==> config.mk <==
export PLATFORM = sky130hd
export DESIGN_NAME = cr_pred_unit
export DESIGN_NICKNAME = d
export VERILOG_FILES = /design/src/rtl/cr_pred_unit.sv
export SDC_FILE = /design/constraint.sdc
export NUM_CORES = 1
export LEC_CHECK = 0
export BUFFER_PORTS_ARGS = -buffer_cell sky130_fd_sc_hd__buf_2
export CAP_MARGIN = 20
export CELL_PAD_IN_SITES_DETAIL_PLACEMENT = 2
export CELL_PAD_IN_SITES_GLOBAL_PLACEMENT = 2
export CORE_ASPECT_RATIO = 0.9
export CORE_UTILIZATION = 22
export DETAILED_ROUTE_END_ITERATION = 6
export PLACE_DENSITY = 0.83
export SLEW_MARGIN = 20
export SYNTH_ARGS = -nofsm -noshare
export SYNTH_HDL_FRONTEND = slang
export SYNTH_SLANG_ARGS = --single-unit
==> constraint.sdc <==
create_clock -name clk -period 3.3 [get_ports clk]
set_input_delay 0.33 -clock clk [delete_from_list [all_inputs] [get_ports clk]]
set_output_delay 0.33 -clock clk [all_outputs]
set_load 0.02 [all_outputs]
==> src/rtl/cr_pred_unit.sv <==
module cr_pred_unit #(
  parameter int XLEN   = 64,
  parameter int NFIELD = 8,
  parameter int FW     = 4,
  parameter int OPCODE = 19,
  parameter logic [7:0] XO_KEY = 8'h3A
) (
  input  logic            clk,
  input  logic            rst_n,
  input  logic            valid,
  input  logic [31:0]     insn,
  input  logic [XLEN-1:0] ra_val,
  output logic [4:0]      rs_idx,
  output logic            wb_en,
  output logic [4:0]      wb_idx,
  output logic [XLEN-1:0] wb_data,
  output logic            illegal,
  output logic [NFIELD*FW-1:0] cr_q
);
  localparam int CRW = NFIELD * FW;

  logic [5:0]    opc;
  logic [4:0]    idx;
  logic          to_cr;
  logic [2:0]    bb;
  logic [7:0]    key;
  logic [3:0]    mode;
  logic [FW-1:0] mask, fld, term;
  logic [CRW-1:0] cr_new, fsel;
  logic          src, legal, red;
  logic          unused_bits;

  assign opc   = insn[31:26];
  assign idx   = insn[25:21];
  assign to_cr = insn[20];
  assign bb    = insn[15:13];
  assign key   = insn[10:3];
  assign mode  = {insn[1], insn[2], insn[11], insn[12]};
  assign legal = (opc == 6'(OPCODE)) && (key == XO_KEY);
  assign src   = (idx != 5'd0) & ra_val[0];
  assign rs_idx = idx;
  assign unused_bits = ^{insn[0], ra_val[XLEN-1:1]};

  always_comb begin
    mask   = '0;
    fld    = '0;
    term   = '0;
    fsel   = '0;
    cr_new = cr_q;
    for (int i = 0; i < FW; i++) begin
      mask[i] = insn[19-i];
      fld[i]  = cr_q[CRW-1-FW*int'(bb)-i];
      term[i] = mask[i] & ~(mode[i] ^ (to_cr ? src : fld[i]));
      cr_new[CRW-1-FW*int'(bb)-i] = term[i];
      fsel[CRW-1-FW*int'(bb)-i]   = 1'b1;
    end
  end

  assign red = |term;

  always_ff @(posedge clk) begin
    if (!rst_n) begin
      cr_q    <= '0;
      wb_en   <= 1'b0;
      wb_idx  <= '0;
      wb_data <= '0;
      illegal <= 1'b0;
    end else begin
      wb_en   <= valid & legal & ~to_cr;
      illegal <= valid & ~legal;
      if (valid && legal && !to_cr) begin
        wb_idx  <= idx;
        wb_data <= {{(XLEN-1){1'b0}}, red};
      end
      if (valid && legal && to_cr)
        cr_q <= cr_new;
    end
  end


  illegal_no_wb_chk: assert property (@(posedge clk) disable iff (!rst_n)
    illegal |-> !wb_en);


  illegal_cr_hold_chk: assert property (@(posedge clk) disable iff (!rst_n)
    (valid && !legal) |=> $stable(cr_q));


  gather_cr_hold_chk: assert property (@(posedge clk) disable iff (!rst_n)
    (valid && legal && !to_cr) |=> $stable(cr_q));


  wb_onebit_chk: assert property (@(posedge clk) disable iff (!rst_n)
    wb_en |-> (wb_data[XLEN-1:1] == '0));


  other_fields_hold_chk: assert property (@(posedge clk) disable iff (!rst_n)
    (valid && legal && to_cr) |=> (((cr_q ^ $past(cr_q)) & ~$past(fsel)) == '0));


  idle_hold_chk: assert property (@(posedge clk) disable iff (!rst_n)
    !valid |=> ($stable(cr_q) && !wb_en && !illegal));
endmodule

=== Word-level counts from Yosys, hierarchy flattened ===
Cells that the tools add are included.

* Bits in registers: 40
* Bits in latches: 0
* Bits in writable memories: 0
* ROM bits: 0
* Bits of input ports: 99
* Output and inout bits: 108
* Word-level logic and storage cells: 76
* Memories kept: 0

* Add/sub/neg operators: 4
* Multiply operators: 0
* Divide/modulo/power cells: 0
* Order comparisons: 8
* Equality and inequality tests: 2
* Shift operators: 0
* Muxes and demuxes: 28
* Bitwise gates (word level): 18
* Reductions and logical operators: 11

{| class="wikitable"
|+ Operators by type and width
! operator !! count
|-
| $bwmux 32 || 4
|-
| $ge 32x1->1 const B || 3
|-
| $lt 32x7->1 const B || 3
|-
| $bmux 1 s5 || 4
|-
| $demux 1 s5 || 4
|-
| $mux 1 || 16
|-
| $sub 6x3->7 const B || 2
|-
| $and 1x1->1 || 8
|-
| $eq 8x6->1 const B || 1
|-
| $logic_and 1x1->1 || 8
|-
| $lt 6x7->1 const B || 1
|-
| $sub 6x2->7 const B || 1
|-
| $eq 6x5->1 const B || 1
|-
| $ge 6x1->1 const B || 1
|-
| $not 1->1 || 6
|-
| $sub 5x5->6 const A || 1
|-
| $reduce_bool 5->1 || 1
|-
| $reduce_or 4->1 || 1
|-
| $xor 1x1->1 || 4
|-
| $logic_not 1->1 || 1
|}

=== Logic depth before layout (Yosys ltp) ===
* Word-level depth: 12
* Gate-level depth with buffers: 8
* Gate-level depth less buffers: 6

=== Worst setup path before layout ===
No wires, ideal clock.

* Path type: input-to-reg
* Start: input insn[15]
* End: register wb_data[0]
* Library setup time: 0.122 ns
* Arrival: 2.075 ns
* Required time: 3.178 ns
* Setup slack: 1.103 ns
* Stages on the path: 8
* Buffers on the path: 2
* Path through: buf_6 -> mux4_2 -> a2bb2oi_1 -> and4_4 -> or4_4 -> buf_6 -> nor4_4 -> a21oi_1

* Longest elaborated chain between the ends: 10
* Elaborated cells between the ends (all ways): 33
* Classes of those cells: 4 x add/sub; 16 x mux; 12 x bitwise; 1 x reduce/logical

{| class="wikitable"
|+ RTL lines
! item !! RTL line !! RTL
|-
| from (decl) || 11 || <nowiki>input logic [31:0] insn,</nowiki>
|-
| $sub 5x5->6 (*) || - ||
|-
| $sub 6x2->7 or $sub 6x3->7 (tied branches) || - ||
|-
| $bmux 1 s5 || 52 || <nowiki>fld[i] = cr_q[CRW-1-FW*int'(bb)-i];</nowiki>
|-
| $mux 1 (implied by the code) (2 in series) || 52 ||
|-
| $mux 1 || 53 || <nowiki>term[i] = mask[i] & ~(mode[i] ^ (to_cr ? src : fld[i]));</nowiki>
|-
| $xor 1x1->1 || 53 ||
|-
| $not 1->1 || 53 ||
|-
| $and 1x1->1 || 53 ||
|-
| $reduce_or 4->1 (*) || 59 || <nowiki>assign red = |term;</nowiki>
|-
| to (signal assigned) || 73 || <nowiki>wb_data <= {{(XLEN-1){1'b0}}, red};</nowiki>
|-
| to (decl) || 16 || <nowiki>output logic [XLEN-1:0] wb_data,</nowiki>
|}

Mark *: on every way between the ends. The rest lies on a longest branch, timed or not. The select of a mux whose other input is x is not followed.
A chain may end at the register's enable or synchronous reset.

=== Worst setup path after layout ===
* Start: input insn[15]
* End: register cr_q[30]

* Longest elaborated chain between the ends: 12
* Elaborated cells between the ends (all ways): 56
* Classes of those cells: 4 x add/sub; 8 x order compare; 28 x mux; 12 x bitwise; 4 x reduce/logical

{| class="wikitable"
|+ RTL lines
! item !! RTL line !! RTL
|-
| $sub 5x5->6 (*) || - ||
|-
| branches (longest 10 deep; another with $ge 32x1->1) || - ||
|-
| $bwmux 32 (*) || 54 || <nowiki>cr_new[CRW-1-FW*int'(bb)-i] = term[i];</nowiki>
|-
| to (signal assigned) || 76 || <nowiki>cr_q <= cr_new;</nowiki>
|-
| to (decl) || 18 || <nowiki>output logic [NFIELD*FW-1:0] cr_q</nowiki>
|}

Mark *: on every way between the ends. The select of a mux whose other input is x is not followed.

==> impl_metrics.yaml <==
synthesis:
  synthDistinctLibCells: 48
  syn_inst: 308
  synth_top_area_frac: 0.298
  ys_warn_count: 0
  async_flop_share: 0
  ys.flop_type: "dfxtp_1"
  synth-edff-count: 0
  syn_area_um2: 2690
  ys_seq_area_frac: 0.298
  synth.most_common_cell: "buf_4"
  ys_seq_elements: 40
  synthTopCellsByArea: "dfxtp_1 (30%), buf_4 (20%), a21boi_0 (6.7%), mux2i_1 (5.6%), o21ai_0 (4.6%)"
  yosysTopAreaCell: "dfxtp_1"
  synth.avg_cell_area_um2: 8.74
  synth_common_cells: "buf_4 (70), dfxtp_1 (40), nand2_1 (33)"
power_and_ir_drop:
  power.share.clock: 0.460
  power_uw: 1260
  leakagePower_uw: 0.00137
  intPower_uw: 911
  vdd_ir_drop_max_mv: 0.167
  power_density_nw_per_um2: 404
  p_seq_frac: 0.383
  p_sw_uw: 352
  swShare: 0.278
  combPwrFrac: 0.158
die:
  core_area_um2: 11700
  fp-row-count: 37
  ios: 207
  die_w_um: 119
  dieArea_um2: 12700
  die_h_um: 107
  start_util: 0.231
clock_tree:
  worstSkewPairLatency_ns: 0.28
  cts_root_buf: "clkbuf_16"
  cts-htree-levels: 2
  clk_path_buf_depth: 2
  cts_tree: "yes"
  cts.repair.resized: 0
  clk_pin_slew_ns: 0.06
  postCtsHoldBufs: 0
  cts_setup_buffers: 0
  cts_made_buffers: 5
  clock-sinks: 40
sta:
  max_freq_ghz: 0.413
  maxSlewViolCount: 0
  rsz0062_at_grt: "no"
  fin_crit_sh: 0.734
  tns_ns: 0
  fin_crit_ns: 2.42
  max_slew_margin: 0.282
  skew_ns: 0.00887
  hold_viol_final: 0
  worst_pin_slew_ns: 1.07
  finalSetupViolCount: 0
grt:
  grt_max_degree: 41
  grt.total_usage: 0.135
  grt_pass1_wl_mm: 13.3
  grt_overflow: 0
  first_global_vias: 2375
  antenna_found_initial: 0
placed_design:
  hpwl_mm: 6.84
  portBuffers: 79
  routabilityCongestion: 0.791
run:
  max-cap-violations: 0
finish:
  final_core_util: 0.268
  diodes: 0
  drive_gt1_frac: 0.296
  finalNetCount: 476
  syn2layout_area_growth_pct: 16.2
setup_path:
  startpoint_type: "input port"
  critical-path-max-stage-delay_ns: 0.56
  cp.required_ns: 3.51
  worstSetupPathType: "input port to flop"
  cpMostUsedCell: "buf_2"
  timing.critical_path.to_type: "flop"
  path_cells: "buf_2, mux4_2, o22ai_1, nand3_1, o211ai_1, buf_2, mux2i_1, nor2b_1"
  cpMaxStageDelayCell: "mux4_2"
  critical_path.max_fanout: 16
  arrival_ns: 2.63
status:
  outcome: "complete, no violations"
route:
  detail_route.wl_per_cell_um: 16.4
  drc: 0
  finalWirelength_mm: 8.74
  vias: 2302
  avgViaCountPerCell: 4.31
  drtPass1Iterations: 4
  antenna_left: 0
  dr.first_iter.drc_count: 94
hold_path:
  hp-class: "input port to flop"
[critical path, delay by kind of cell]
kind	cells	cell delay [ns]
AND/OR/NAND/NOR	2	0.28
AO/OA/AOI/OAI	2	0.64
multiplexers	2	0.68
buffers and inverters	2	0.68
[sequential cells by signal, summed over array words and instances (netlist names)]
| name | count |
|---|---|
| cr_q | 32 |
| wb_idx | 5 |
| illegal | 1 |
| wb_data | 1 |
| wb_en | 1 |
[area by class of cell]
cell class                      instances  area (µm²)
Inverter                                3        11.3
Fill cell                            1403        8540
Multi-Input combinational cell        244        1520
Clock buffer                            6         139
Tap cell                              156         195
Clock inverter                          2        38.8
Timing Repair Buffer                   83         423
Sequential cell                        40         801
[per-layer routing]
| metal | track usage | wire length (µm) | vias to the layer above |
|---|---|---|---|
| met5 | 0 | 0 | - |
| met1 | 0.165 | 3690 | 1137 |
| met3 | 0.0324 | 507 | 4 |
| met4 | 0.0163 | 23 | 0 |
| li1 | - | - | 1071 |
| met2 | 0.244 | 4510 | 90 |
[layout by cell type, fill, tap and decap left out, types with 3 or more instances in the layout]
cell type  count
nand2b_1       3
dfxtp_1       40
buf_4          3
nor2_1         9
o21ai_0       25
conb_1        63
and3_1         3
nand2_1       33
buf_2         80
mux2i_1       15
clkbuf_16      5
a21oi_1        3
mux2_2         5
inv_1          3
a21boi_0      24
nor2b_1       17
a211oi_1       3
[cells by family after synthesis]
group / count (synthesis) / synth area share
AO/OA/AOI/OAI: 68 / 0.167
buffers and inverters: 86 / 0.224
flip-flops: 40 / 0.298
multiplexers: 23 / 0.103
other: 1 / 0.00139
AND/OR/NAND/NOR: 90 / 0.206
[power by group through the flow]
stage	Combinational [µW]	Clock (µW)	Sequential (µW)
final	199	580	483
after global routing	212	617	483
after CTS	195	597	483
after detailed placement	194	0	494
after global placement	189	0	494
after floorplan	203	0	495
[stage by stage]
step	instances	setup WS (ns)	cell area [µm²]	hold WS [ns]
2_1_floorplan	370	1.10	2920	0.444
3_3_place_gp	525	0.641	2950	0.488
3_5_place_dp	525	0.552	2950	0.494
4_1_cts	533	0.776	3120	0.311
5_1_grt	534	0.758	3130	0.317
6_report	534	0.879	3130	0.317
[worst paths after layout]
check | start | endpoint | slack (ns) | cells after the start
worst min-delay path | valid | illegal | 0.32 | 3
worst max-delay path | insn[15] | cr_q[30] | 0.88 | 8
worst min register to register | cr_q[17] | cr_q[17] | 0.50 | 2
worst max register to register | cr_q[22] | cr_q[30] | 1.02 | 7
No activity file was read; power rests on OpenSTA's default activity.
